[config.mk]
export PLATFORM = sky130hd
export DESIGN_NAME = sqwave_sel
export DESIGN_NICKNAME = d
export VERILOG_FILES = /design/src/rtl/sqw_pkg.sv /design/src/rtl/sqw_prescaler.sv /design/src/rtl/sqw_rate_mux.sv /design/src/rtl/sqw_out_stage.sv /design/src/rtl/sqwave_sel.sv
export SDC_FILE = /design/constraint.sdc
export NUM_CORES = 1
export LEC_CHECK = 0
export ABC_AREA = 1
export BUFFER_PORTS_ARGS = -buffer_cell sky130_fd_sc_hd__buf_2
export CAP_MARGIN = 10
export CORE_MARGIN = 10
export CORE_UTILIZATION = 59
export DETAILED_ROUTE_END_ITERATION = 6
export PLACE_DENSITY = 0.89
export SYNTH_ARGS = -nofsm -noshare
export SYNTH_HDL_FRONTEND = slang
export SYNTH_HIERARCHICAL = 1
export SYNTH_SLANG_ARGS = --single-unit
[constraint.sdc]
create_clock -name clk -period 2.72 [get_ports clk]
set_input_delay 0.272 -clock clk [delete_from_list [all_inputs] [get_ports clk]]
set_output_delay 0.272 -clock clk [all_outputs]
set_load 0.01 [all_outputs]
[src/rtl/sqw_pkg.sv]
// Shared sizing for the square-wave generator.
// Assumes the rate code width fixes the divider depth at 2**SEL_W stages.
package sqw_pkg;
    localparam int SEL_W  = 4;
    localparam int DIV_W  = 1 << SEL_W;
    localparam int FAST_N = 3;

    // Returns 1 when a rate code selects a stage cleared by sync-hold.
    function automatic logic is_slow_code(input logic [SEL_W-1:0] code);
        return (int'(code) >= FAST_N);
    endfunction
endpackage

[src/rtl/sqw_prescaler.sv]
// Synchronous divider chain clocked by a tick enable.
// Stage k toggles when the tick and all lower stages are 1, so there is no ripple.
// Stages at index FAST_N and above are cleared and held while hold is set.
// Assumes tick is a single-clock pulse; a synchronous active-low reset clears all stages.
module sqw_prescaler #(
    parameter int DIV_W  = 16,
    parameter int FAST_N = 3
) (
    input  logic             clk,
    input  logic             rst_n,
    input  logic             tick,
    input  logic             hold,
    output logic [DIV_W-1:0] stages
);
    logic [DIV_W-1:0] stage_q;
    logic [DIV_W-1:0] carry_in;

    // Carry chain: a stage may toggle only when every stage below it is 1.
    assign carry_in[0] = tick;
    generate
        for (genvar k = 1; k < DIV_W; k++) begin : g_carry
            assign carry_in[k] = carry_in[k-1] & stage_q[k-1];
        end
    endgenerate

    // Per-stage flop: fast stages always count; slow stages also obey hold.
    generate
        for (genvar k = 0; k < DIV_W; k++) begin : g_stage
            if (k < FAST_N) begin : g_fast
                always_ff @(posedge clk) begin
                    if (!rst_n)        stage_q[k] <= 1'b0;
                    else if (carry_in[k]) stage_q[k] <= ~stage_q[k];
                end
            end else begin : g_slow
                always_ff @(posedge clk) begin
                    if (!rst_n)           stage_q[k] <= 1'b0;
                    else if (hold)        stage_q[k] <= 1'b0;
                    else if (carry_in[k]) stage_q[k] <= ~stage_q[k];
                end
            end
        end
    endgenerate

    assign stages = stage_q;


    hold_clears_chk: assert property (@(posedge clk) disable iff (!rst_n)
        hold |=> (stage_q[DIV_W-1:FAST_N] == '0));


    fast_runs_chk: assert property (@(posedge clk) disable iff (!rst_n)
        tick |=> (stage_q[FAST_N-1:0] != $past(stage_q[FAST_N-1:0])));


    idle_stable_chk: assert property (@(posedge clk) disable iff (!rst_n)
        (!tick && !hold) |=> $stable(stage_q));
endmodule

[src/rtl/sqw_rate_mux.sv]
// Picks the raw level for the selected rate.
// Code 0 passes the reference tick itself; code c from 1 up passes divider stage c.
// Assumes the stage vector has 2**SEL_W entries. Purely combinational.
module sqw_rate_mux #(
    parameter int SEL_W = 4,
    parameter int DIV_W = 16
) (
    input  logic             tick,
    input  logic [SEL_W-1:0] code,
    input  logic [DIV_W-1:0] stages,
    output logic             level
);
    // Selection: the reference tick for code 0, otherwise the indexed stage.
    always_comb begin
        if (code == '0) level = tick;
        else            level = stages[code];
    end
endmodule

[src/rtl/sqw_out_stage.sv]
// Registers the pad level and driver enable.
// Power fail turns the driver off and forces the level low; the enable bit forces the level low.
// Assumes a synchronous active-low reset, and that both outputs read 0 while in reset.
module sqw_out_stage (
    input  logic clk,
    input  logic rst_n,
    input  logic level,
    input  logic en,
    input  logic pfail,
    output logic out,
    output logic oe
);
    // Output register: gated level plus driver enable.
    always_ff @(posedge clk) begin
        if (!rst_n) begin
            out <= 1'b0;
            oe  <= 1'b0;
        end else begin
            out <= level & en & ~pfail;
            oe  <= ~pfail;
        end
    end


    pfail_tri_chk: assert property (@(posedge clk) disable iff (!rst_n)
        pfail |=> (!oe && !out));


    disabled_low_chk: assert property (@(posedge clk) disable iff (!rst_n)
        (!pfail && !en) |=> (oe && !out));
endmodule

[src/rtl/sqwave_sel.sv]
// Top of the selectable square-wave generator: divider chain, rate mux and output register.
// Assumes tick_32k is a one-clock pulse at 32768 Hz in the clk domain.
module sqwave_sel
    import sqw_pkg::*;
(
    input  logic             clk,
    input  logic             rst_n,
    input  logic             tick_32k,
    input  logic [SEL_W-1:0] rate_sel,
    input  logic             wave_en,
    input  logic             sync_hold,
    input  logic             pwr_fail,
    output logic             wave_out,
    output logic             wave_oe
);
    logic [DIV_W-1:0] stages;
    logic             raw_level;

    sqw_prescaler #(.DIV_W(DIV_W), .FAST_N(FAST_N)) u_presc (
        .clk    (clk),
        .rst_n  (rst_n),
        .tick   (tick_32k),
        .hold   (sync_hold),
        .stages (stages)
    );

    sqw_rate_mux #(.SEL_W(SEL_W), .DIV_W(DIV_W)) u_mux (
        .tick   (tick_32k),
        .code   (rate_sel),
        .stages (stages),
        .level  (raw_level)
    );

    sqw_out_stage u_out (
        .clk   (clk),
        .rst_n (rst_n),
        .level (raw_level),
        .en    (wave_en),
        .pfail (pwr_fail),
        .out   (wave_out),
        .oe    (wave_oe)
    );


    slow_held_low_chk: assert property (@(posedge clk) disable iff (!rst_n)
        (sync_hold && $past(sync_hold) && is_slow_code(rate_sel)) |=> !wave_out);
endmodule

# --- Word level (Yosys, flattened, before mapping) ---
# Cells that the tools add are included.
totals:
  romBits: 0
  output_inout_bits: 2
  mem_bits_rw: 0
  latch_bits: 0
  n_memories: 0
  in_bits: 10
  register_bits: 18
classes:
  magnitude_cmp: 1
  mux: 3
  mul: 0
  shifts: 0
  n_reduce_logical: 2
  addsub: 0
  div_mod_pow: 0
  n_bitwise: 35
  n_eq_ne: 0
ops:
  columns: ["operator", "n"]
  rows:
  - ["$not A1 Y1", 18]
  - ["$and A1 B1 Y1", 17]
  - ["$lt A4 B5 Y1 const B", 1]
  - ["$bmux W1 S4", 1]
  - ["$logic_not A4 Y1", 1]
  - ["$mux W1", 2]
  - ["$reduce_or A2 Y1", 1]

# --- Longest topological paths before layout ---
# Gate-level depths: netlist (run 1).
logic_depth:
  depth_word: 15
  ltp_mapped: 11

# --- Modules after synthesis ---
# Netlist (run 1), hierarchy kept.
modules_own_cells:
  columns: ["module", "cells_each", "instances", "area_each_um2"]
  rows:
  - ["sqw_prescaler", 82, 1, 685.7]
  - ["sqw_rate_mux", 45, 1, 221.5]
  - ["sqw_out_stage", 7, 1, 63.8]

# --- Worst setup path after synthesis (run 1) ---
# Ideal clock, no wire load.
synth_timing:
  path_type: "register to register"
  from: "reg u_presc.stage_q[0] (netlist: u_presc/stages[0])"
  to: "reg u_presc.stage_q[15] (netlist: u_presc/stages[15])"
  path_buffers: 0
  period_less_slack_ns: 1.433
  slack_ns: 1.287
  arrival_ns: 1.321
  stages_incl_launch_ff: 12
  required_time_ns: 2.607
  cell_sequence: "dfxtp_1 > nand2_1 > nor2_1 > nand4_1 > nor2_1 > nand4_1 > nor2_1 > nand4_1 > nor2_1 > nand3_1 > nand2_1 > nor2_1"
synth_between:
  elab_chain_cells: 15
synth_lines:
  columns: ["element", "line_no", "source"]
  rows:
  - ["from (decl)", "sqw_prescaler.sv:15", "logic [DIV_W-1:0] stage_q;"]
  - ["from (signal, indexed assignment)", "sqw_prescaler.sv:32", "else if (carry_in[k]) stage_q[k] <= ~stage_q[k];"]
  - ["$and A1 B1 Y1 (15 in a row)", "sqw_prescaler.sv:22", "assign carry_in[k] = carry_in[k-1] & stage_q[k-1];"]
# No other way between the ends.
# A chain may end at the register's enable or synchronous reset.

# --- Final worst setup path (run 1) ---
# Same ends and word-level chain as after synthesis.

==> summary.txt, run 1 <==
Floorplanning
  • Rows: 14
  • Core area: 1520 sq um
  • Die area: 3670 sq um
  • Ports: 12
  • Die X: 60.6 um
  • Chip height: 60.6 um
  • Starting Density: 0.637

Timing
  • Skew final: 0.601 ps
  • Slew headroom: 0.523
  • Final hold violations: 0
  • Tcrit/Tclk final: 0.637
  • Final Max Tran Viols: 0
  • Slew @ Worst Pin: 713 ps
  • Setup TNS Final: 0 ps
  • RSZ-0062 raised after global routing: no
  • Final Setup Violations: 0
  • Peak Freq: 577 MHz
  • Clock period minus worst slack: 1730 ps

Detailed routing
  • 1st-pass router iterations: 4
  • Antenna Nets Post-Route: 0
  • Vias: 876
  • Wire per inst: 12.2 um
  • DRC viols: 0
  • DRT iter0 DRCs: 16
  • Final wirelength: 1990 um
  • Vias per cell: 5.37

Run status
  • Status: finished clean

Clock network
  • Postcts setup bufs: 0
  • TritonCTS Buffers: 3
  • Clk_lat worst skew: 280 ps
  • Clk buf depth: 2
  • Root buffer cell: clkbuf_4
  • Clk sinks: 18
  • CTS clk-pin slew, worst paths: 100 ps
  • Hold-fix buffers, CTS: 0
  • CTS tree: built
  • # resized after CTS: 0
  • H-Tree Depth: 1

Finish
  • Area Growth Syn to Fin: 9.79%
  • Post-layout nets: 158
  • # diodes: 0
  • Share of cells above drive strength 1: 0.231

Synthesis
  • Syn_area_per_cell: 7.25 sq um
  • Mapped Nets: 144
  • Dominant cell type by area after synthesis: dfxtp_1
  • Main flop type after synthesis: dfxtp_1
  • Cells after Synth: 134
  • Top post-synthesis cells by area: dfxtp_1 37%, nand2_1 11%, inv_1 7.0%
  • EDFF count, synth: 0
  • Unique masters post-synth: 23
  • Most common cell in the netlist: nand2_1
  • Synth Warn #: 6
  • Synth cell count leaders: 28 x nand2_1, 18 x dfxtp_1, 18 x inv_1
  • Cell Area, Synth: 971 sq um
  • Async SR Flop Fraction: 0
  • Seq/Total Area, Yosys: 0.371
  • Yosys reg bits: 18
  • Post-synth top area share: 0.371

Critical path
  • Crit-path most repeated cell: nor2_1
  • CP max FO: 4
  • CP cell instances: nand2_1 > nor2_1 > nand4_1 > nor2_1 > nand4_1 > nor2_1 > nand4_1 > nor2_1 > nand3_1 > nand2_1 > nor2_1
  • Bufs and invs on worst path: 0
  • Critical Path Start Type: flop
  • Critical Path AT: 1930 ps
  • Worst EP required: 2910 ps
  • Max stage delay on crit path: 400 ps
  • WS Path Type: flop to flop
  • Worst setup EP type: flop
  • CP delay by family, top: simple AND/OR/NAND/NOR gates
  • Crit-path slowest cell: dfxtp_1

Min path
  • Worst Hold Class: input pin to flop

GRT
  • First-pass GRT wire length: 3380 um
  • Initial antenna violation count: 0
  • Vias in the first global route: 840
  • Largest net degree at the start of global routing: 14
  • GRT overflow: 0
  • GRT Overall Usage: 0.116

Place
  • DP Wirelength: 1560 um
  • Placer Congestion: 0.831
  • I/O Buffers: 11

Power
  • Pleak: 0.474 nW
  • Worst vdd ir: 0.348 mV
  • Power Dens Cells: 446 nW/um^2
  • Pwr Total: 0.475 mW

Job
  • Max Cap Viol: 0
per-layer routing:
layer  vias to the layer above  track usage  routed length, um
met5                         -            0                  0
met4                         0       0.0658                 28
met3                         4       0.0355                132
met2                        18        0.194                984
met1                       402        0.127                843
li1                        452            -                  -
tightest hold or removal path: stages:
cell	delay, ps
buf_2	90
nand2_1	60
nor2_2	40
kinds of logic after synthesis:
group	count (synthesis)	share of synthesized area
buffers and inverters	24	0.110
and+or+nand+nor	72	0.412
AOI/OAI and AO/OA	20	0.107
DFF	18	0.371
sequential cells by signal, indices dropped and copies added (netlist names):
name            cells
u_out/out           1
u_presc/stages     16
u_out/oe            1
cell type report:
type / count / area [sq um]
Multi-Input combinational cell: 92 / 504
Tap cell: 16 / 20.0
Clock buffer: 4 / 36.3
Sequential cell: 18 / 360
Inverter: 22 / 90.1
Timing Repair Buffer: 11 / 55.1
Fill cell: 137 / 458
cells in the final DEF (no fill, tap or decap), types with 2 or more instances in the layout:
cell      netlist  layout
nand3_2         2       2
o21ai_0        11      11
nor2_2          2       2
nand4_4         2       2
dfxtp_1        18      18
nand3_1        11      11
inv_1          18      18
nor2_1         14      14
inv_2           2       2
buf_2           1      11
clkbuf_4        0       3
a21oi_1         8       8
nor2_4          3       3
nand2_1        28      28
nand2_2         3       3
nand4_1         3       3
stage by stage:
step,cell area [sq um],utilization,setup slack (ps),hold slack [ps],instances
after floorplan,971,-,1290,365,134
after global placement,1030,0.676,1140,462,159
after detailed placement,1030,0.676,1040,499,159
after CTS,1070,0.700,1050,211,163
after global routing,1070,0.700,803,201,163
final,1070,0.700,988,212,163
path summary, 6_finish.rpt:
| path | depth (start not counted) | slack [ps] | end | startpoint |
|---|---|---|---|---|
| worst max-delay path | 11 | 990 | u_presc/stages[15]$_SDFFE_PP0P_ | u_presc/stages[0]$_SDFFE_PN0P_ |
| worst max register to register | 11 | 990 | u_presc/stages[15]$_SDFFE_PP0P_ | u_presc/stages[0]$_SDFFE_PN0P_ |
| worst min-delay path | 3 | 210 | u_out/out$_SDFF_PN0_ | wave_en |
| worst min register to register | 1 | 520 | u_presc/stages[0]$_SDFFE_PN0P_ | u_presc/stages[0]$_SDFFE_PN0P_ |
power by group:
part	total (mW)	switching (mW)	internal (mW)
registers	0.270	0.00277	0.267
logic	0.0419	0.0258	0.0161
clock network	0.164	0.0823	0.0814
(Power assumes the default switching activity.)
==> run 2, diff against run 1 <==
- ABC_AREA: 1 -> 0
- CORE_UTILIZATION: 59 -> 49
- PLACE_DENSITY: 0.89 -> 0.8
- clock period: 2.72 -> 1.44 ns (I/O delays scaled with it)
==> run 2 against run 1 <==
Against the previous run: the run now ends with setup timing left; core utilization down 2.9 points; critical path depth decreased by 7; clock-buffer cell count unchanged; critical endpoint is now u_presc/stages[13]$_SDFFE_PP0N_; largest cell class unchanged.
==> summary.txt, run 2 <==
Power
  • Power Dens Cells: 766 nW/um^2 (+72%)
  • Internal power: 0.698 mW (+92%)
  • Pleak: 0.455 nW (-3.9%)
  • Pwr Total: 0.886 mW (+86%)
  • Comb pwr share: 0.079 (-0.009)
  • Sequential power share: 0.574 (+0.007)
  • Worst vdd ir: 0.618 mV (+77%)
  • Sw Share: 0.212 (-0.0212)
  • Clock network power share: 0.347 (+0.003)
  • Psw: 0.188 mW (+69%)

Detailed routing
  • Vias: 754 (-14%)
  • 1st-pass router iterations: 4 (unchanged)
  • Vias per cell: 5.13 (-4.6%)
  • Final wirelength: 1920 um (-3.3%)
  • Wire per inst: 13.1 um (+7.2%)
  • DRC viols: 0 (unchanged)
  • DRT iter0 DRCs: 12 (-4)
  • Antenna Nets Post-Route: 0 (unchanged)

Synthesis
  • Dominant cell type by area after synthesis: dfxtp_1
  • Unique masters post-synth: 23 (unchanged)
  • Synth Warn #: 6 (unchanged)
  • Mapped Nets: 103 (-28%)
  • Cells after Synth: 93 (-31%)
  • Syn_area_per_cell: 9.57 sq um (+32%)
  • Main flop type after synthesis: dfxtp_1
  • Most common cell in the netlist: dfxtp_1
  • Post-synth top area share: 0.405 (+0.0339)
  • Async SR Flop Fraction: 0 (unchanged)
  • Seq/Total Area, Yosys: 0.405 (+0.0339)
  • Yosys reg bits: 18 (unchanged)
  • EDFF count, synth: 0 (unchanged)
  • Top post-synthesis cells by area: dfxtp_1 41%, mux4_1 12%, xnor2_1 9.8%
  • Cell Area, Synth: 890 sq um (-8.4%)
  • Synth cell count leaders: 18 x dfxtp_1, 10 x xnor2_1, 9 x nor2_1

Finish
  • Largest register FFs: 16 (unchanged)
  • # diodes: 0 (unchanged)
  • Share of cells above drive strength 1: 0.361 (+0.129)
  • Footprint of the multi-input gates: 527 sq um (+4.5%)
  • Post-layout nets: 133 (-16%)
  • Post-Layout Cell Count: 147 (-9.8%)
  • Area Growth Syn to Fin: 30.1%
  • Storage element area: 373 sq um (+3.5%)
  • # fillers: 147 (+7.3%)
  • Commonest non-fill, non-tap cell in the layout: buf_4
  • Most frequent cells in the layout: 16 x buf_4, 11 x buf_2, 10 x dfxtp_1
  • Final instance area: 1160 sq um (+8.6%)

Critical path
  • Critical Path Start Type: flop
  • RR Endpoint: u_presc/stages[13]$_SDFFE_PP0N_
  • Reg2reg path depth: 4 (-7)
  • R2R setup slack: -70 ps (-1060 ps)
  • WS Path Type: flop to flop
  • Worst setup EP type: flop
  • CP max FO: 5 (+1)
  • Critical Path AT: 1730 ps (-200 ps)
  • Worst setup startpoint: u_presc/stages[2]$_SDFFE_PN0N_
  • Reg2reg start: u_presc/stages[2]$_SDFFE_PN0N_
  • Worst EP required: 1660 ps (-1250 ps)

GRT
  • Largest net degree at the start of global routing: 13 (-1)
  • Vias in the first global route: 743 (-12%)
  • First-pass GRT wire length: 3220 um (-4.7%)
  • GRT Overall Usage: 0.0988 (-0.0171)
  • GRT overflow: 0 (unchanged)
  • Initial antenna violation count: 0 (unchanged)

Timing
  • RSZ-0062 raised after global routing: yes
  • Worst hold slack: 128 ps (-84.6 ps)
  • Skew final: 1.58 ps (+0.983 ps)
  • Slew @ Worst Pin: 458 ps (-255 ps)
  • Peak Freq: 661 MHz (+15%)
  • Clock period minus worst slack: 1510 ps (-219 ps)
  • Final Setup Violations: 3 (+3)
  • Final Max Tran Viols: 0 (unchanged)
  • Tcrit/Tclk final: 1.05 (+0.414)
  • Worst setup margin: -72.9 ps (-1060 ps)
  • Slew headroom: 0.695 (+0.172)
  • Final hold violations: 0 (unchanged)

Floorplanning
  • Starting Density: 0.515 (-0.122)
  • Core area: 1730 sq um (+13%)
  • Rows: 15 (+1)
  • Ports: 12 (unchanged)
  • Die area: 3920 sq um (+6.9%)
  • Die X: 62.6 um (+3.4%)
  • Chip height: 62.6 um (+3.4%)

Min path
  • Hold Path End: u_out/out$_SDFF_PN0_
  • Worst hold stages: 2 (-1)
  • Min-delay src: wave_en
  • Worst Hold Class: input pin to flop

Clock network
  • CTS clk-pin slew, worst paths: 100 ps (about the same)
  • Clk buf depth: 2 (unchanged)
  • Root buffer cell: clkbuf_4
  • H-Tree Depth: 1 (unchanged)
  • CTS tree: built
  • TritonCTS Buffers: 3 (unchanged)
  • Clk sinks: 18 (unchanged)
  • Clk_lat worst skew: 290 ps (about the same)
  • Hold-fix buffers, CTS: 0 (unchanged)

Place
  • Worst slack at placement: -62.5 ps (-1100 ps)
  • I/O Buffers: 11 (unchanged)
  • Placer Congestion: 0.808 (-2.7%)
  • DP Wirelength: 1500 um (-3.9%)
  • Placed Area: 1090 sq um (+5.7%)
  • Placed instance count: 142 (-11%)

Run status
  • Failing checks: setup timing
  • Status: complete, but fails checks

Job
  • Max Cap Viol: 0 (unchanged)
==> run 2: changes by cell type after synthesis, moves of 4 or more <==
cell	delta
a21oi_1	-4
inv_1	-14
mux2i_1	+4
mux4_1	+4
nand2_1	-22
nand3_1	-6
nor2_1	-5
o21ai_0	-7
xnor2_1	+10
==> run 2: logic make-up after synthesis <==
logic type,after synthesis,share of synthesized area
DFF,18,0.405
AOI/OAI and AO/OA,8,0.0450
muxes,8,0.163
xor gates and xnor gates,11,0.108
buffers and inverters,6,0.0253
and+or+nand+nor,42,0.253
==> run 2: layout make-up <==
cell class	instances	share of cell area
clock buffers	4	0.0314
inverters	4	0.0130
multi-input cells	69	0.455
flip-flops and latches	18	0.322
well taps	25	0.0270
repair buffers	27	0.151
==> run 2: layer usage <==
layer / GRT usage / up-vias / wire length (um)
li1: - / 385 / -
met1: 0.108 / 352 / 917
met2: 0.172 / 15 / 891
met3: 0.0466 / 2 / 100
met4: 0.0168 / 0 / 13
met5: 0 / - / 0
==> run 2: power by group through the flow <==
stage | Combinational (mW) | Sequential [mW] | Clock (mW)
finish | 0.0703 | 0.508 | 0.308
global route | 0.0764 | 0.510 | 0.334
CTS | 0.0710 | 0.510 | 0.317
detailed placement | 0.0697 | 0.522 | 0
global placement | 0.0677 | 0.522 | 0
floorplan | 0.0291 | 0.524 | 0
==> run 2: worst max-delay path by stage <==
stage                                                  to  cells past startpoint
after floorplan           u_presc/stages[13]$_SDFFE_PP0N_                      4
after global placement    u_presc/stages[13]$_SDFFE_PP0N_                      4
after detailed placement  u_presc/stages[14]$_SDFFE_PP0P_                      4
after CTS                 u_presc/stages[14]$_SDFFE_PP0P_                      4
after global routing      u_presc/stages[14]$_SDFFE_PP0P_                      4
final                     u_presc/stages[13]$_SDFFE_PP0N_                      4
==> run 2: through the flow <==
step | utilization | setup TNS (ps)
floorplan | - | -4.61
global placement | 0.630 | -23.1
detailed placement | 0.630 | -152
CTS | 0.661 | -165
global route | 0.670 | -432
finish | 0.670 | -146
==> run 2: critical path: stages, from the launching register on <==
cell and delay, ps:
dfxtp_2 350, nand4_1 120, or4_4 520, or3_1 330, a21oi_1 120
==> run 2: what timing repair did <==
action                                  in CTS  in global routing
gates cloned                                 0                  0
endpoints found under the setup margin       4                  6
buffers inserted                             1                  0
gates resized for setup                      2                  4
==> run 3, diff against run 2 <==
- PLACE_DENSITY: 0.8 -> 0.72
==> run 3 against run 2 <==
Against the previous run: the flow still finishes with violations (setup timing); first-iteration DRC count rose to 2.6 times the previous value; cell count grew 1.4%; clock power is 19% lower; sequential power hardly changed; maximum frequency rose by 1.1%; sequential cell count did not move; combinational power up 4.3%; worst setup slack improved by 17 ps; critical path type unchanged; highest routed layer is now met3.
==> summary.txt, run 3 (same netlist as run 2, synthesis figures left out) <==
Detailed routing
  • Antenna Nets Post-Route: 0 (unchanged)
  • Vias per cell: 5.14 (+0.23%)
  • DRC viols: 0 (unchanged)
  • Final wirelength: 2030 um (+5.7%)
  • Wire per inst: 13.6 um (+4.2%)
  • DRT iter0 DRCs: 31 (+19)
  • Vias: 766 (+1.6%)
  • 1st-pass router iterations: 4 (unchanged)

Critical path
  • R2R setup slack: -60 ps (+20 ps)
  • Worst setup EP type: flop
  • Worst EP required: 1660 ps (about the same)
  • Critical Path Start Type: flop
  • WS Path Type: flop to flop
  • RR Endpoint: u_presc/stages[14]$_SDFFE_PP0P_
  • Reg2reg start: u_presc/stages[2]$_SDFFE_PN0N_
  • Critical Path AT: 1710 ps (-20 ps)
  • Worst setup startpoint: u_presc/stages[2]$_SDFFE_PN0N_
  • Reg2reg path depth: 4 (unchanged)
  • CP max FO: 5 (unchanged)

Timing
  • Skew final: 2.32 ps (+0.731 ps)
  • Slew headroom: 0.676 (-0.0186)
  • Final Max Tran Viols: 0 (unchanged)
  • Peak Freq: 668 MHz (+1.1%)
  • RSZ-0062 raised after global routing: yes
  • Tcrit/Tclk final: 1.04 (-0.0115)
  • Final Setup Violations: 3 (unchanged)
  • Slew @ Worst Pin: 486 ps (+27.9 ps)
  • Worst setup margin: -56.3 ps (+16.6 ps)
  • Clock period minus worst slack: 1500 ps (-16.6 ps)
  • Final hold violations: 0 (unchanged)

Place
  • I/O Buffers: 11 (unchanged)
  • Worst slack at placement: -25.2 ps (+37.3 ps)
  • DP Wirelength: 1520 um (+1.5%)
  • Placed instance count: 145 (+2.1%)
  • Placer Congestion: 0.830 (+2.6%)

GRT
  • Largest net degree at the start of global routing: 13 (unchanged)
  • First-pass GRT wire length: 3410 um (+5.8%)
  • GRT Overall Usage: 0.104 (+0.00543)
  • Vias in the first global route: 774 (+4.2%)
  • GRT overflow: 0 (unchanged)
  • Initial antenna violation count: 0 (unchanged)

Clock network
  • Root buffer cell: clkbuf_4
  • Clk buf depth: 2 (unchanged)
  • Clk sinks: 18 (unchanged)
  • CTS tree: built
  • H-Tree Depth: 1 (unchanged)
  • Hold-fix buffers, CTS: 0 (unchanged)
  • Clk_lat worst skew: 290 ps (about the same)
  • TritonCTS Buffers: 3 (unchanged)
  • CTS clk-pin slew, worst paths: 100 ps (about the same)

Floorplanning
  • Starting Density: 0.515 (unchanged)
  • Die area: 3920 sq um (unchanged)
  • Die X: 62.6 um (unchanged)
  • Core area: 1730 sq um (unchanged)
  • Ports: 12 (unchanged)
  • Rows: 15 (unchanged)
  • Chip height: 62.6 um (unchanged)

Finish
  • Share of cells above drive strength 1: 0.387 (+0.0264)
  • Most frequent cells in the layout: 19 x buf_4, 11 x buf_2, 10 x dfxtp_1
  • Commonest non-fill, non-tap cell in the layout: buf_4
  • Post-layout nets: 136 (+2.3%)
  • # fillers: 145 (-1.4%)
  • Area Growth Syn to Fin: 31.6%
  • Fin util: 0.678 (+0.00797)
  • Post-Layout Cell Count: 149 (+1.4%)
  • Largest register FFs: 16 (unchanged)
  • Storage element area: 370 sq um (-0.67%)
  • Footprint of the multi-input gates: 534 sq um (+1.4%)
  • # diodes: 0 (unchanged)

Job
  • Max Cap Viol: 0 (unchanged)

Power
  • Pwr Total: 0.833 mW (-6.0%)
  • Worst vdd ir: 0.441 mV (-29%)
  • Pleak: 0.464 nW (+2.0%)
  • Power Dens Cells: 711 nW/um^2 (-7.1%)

Min path
  • Worst Hold Class: input pin to flop
  • Hold Path End: u_presc/stages[1]$_SDFFE_PN0N_
  • Worst hold stages: 2 (unchanged)
  • Min-delay src: rst_n

Run status
  • Failing checks: setup timing
  • Status: complete, but fails checks
run 3: cell types whose count changed in the layout (fill, tap and decap cells not counted), sizes merged:
| cell | previous run | this run |
|---|---|---|
| buf | 27 | 30 |
| clkbuf | 4 | 3 |
run 3: repair_timing:
| action | in CTS | in global routing |
|---|---|---|
| endpoints found under the setup margin | 4 | 6 |
| pin swaps | 0 | 1 |
| cloned | 0 | 0 |
| buffers inserted | 1 | 0 |
| resized for setup | 2 | 5 |
run 3: cell type report:
| cell class | instances | area share |
|---|---|---|
| timing repair buffer | 30 | 0.169 |
| multi-input combinational | 69 | 0.456 |
| tap | 25 | 0.0267 |
| sequential | 18 | 0.316 |
| inverter | 4 | 0.0128 |
| clock buffer | 3 | 0.0192 |
run 3: per-layer routing:
| metal | wire [um] | track usage |
|---|---|---|
| met1 | 933 | 0.115 |
| met2 | 1020 | 0.182 |
| met3 | 81 | 0.0358 |
| met4 | 0 | 0.0335 |
| met5 | 0 | 0 |
run 3: critical path, stage by stage, from the launching register on:
cell     delay [ps]
dfxtp_2         350
nand4_1         120
or4_4           520
or3_1           320
a21oi_1         120
run 3: report_power, final:
part	switching [mW]	leakage (nW)	internal (mW)
clock	0.152	0.0138	0.0971
sequential	0.00430	0.149	0.506
combinational	0.0331	0.301	0.0402
run 3: how the worst max path moves through the flow:
stage / to / slack (ps) / cells after the start
final: u_presc/stages[14]$_SDFFE_PP0P_ / -60 / 4
after global routing: u_presc/stages[13]$_SDFFE_PP0N_ / -130 / 4
after CTS: u_presc/stages[13]$_SDFFE_PP0N_ / -40 / 4
after detailed placement: u_presc/stages[13]$_SDFFE_PP0N_ / -30 / 4
after global placement: u_presc/stages[14]$_SDFFE_PP0P_ / 6 / 4
after floorplan: u_presc/stages[13]$_SDFFE_PP0N_ / -2 / 4
run 3: metrics by stage:
| step | TNS [ps] | area (sq um) | hold WS [ps] |
|---|---|---|---|
| 2_1_floorplan | -4.61 | 897 | 266 |
| 3_3_place_gp | 0 | 1110 | 419 |
| 3_5_place_dp | -53.9 | 1110 | 443 |
| 4_1_cts | -89.8 | 1140 | 140 |
| 5_1_grt | -360 | 1170 | 151 |
| 6_report | -120 | 1170 | 141 |
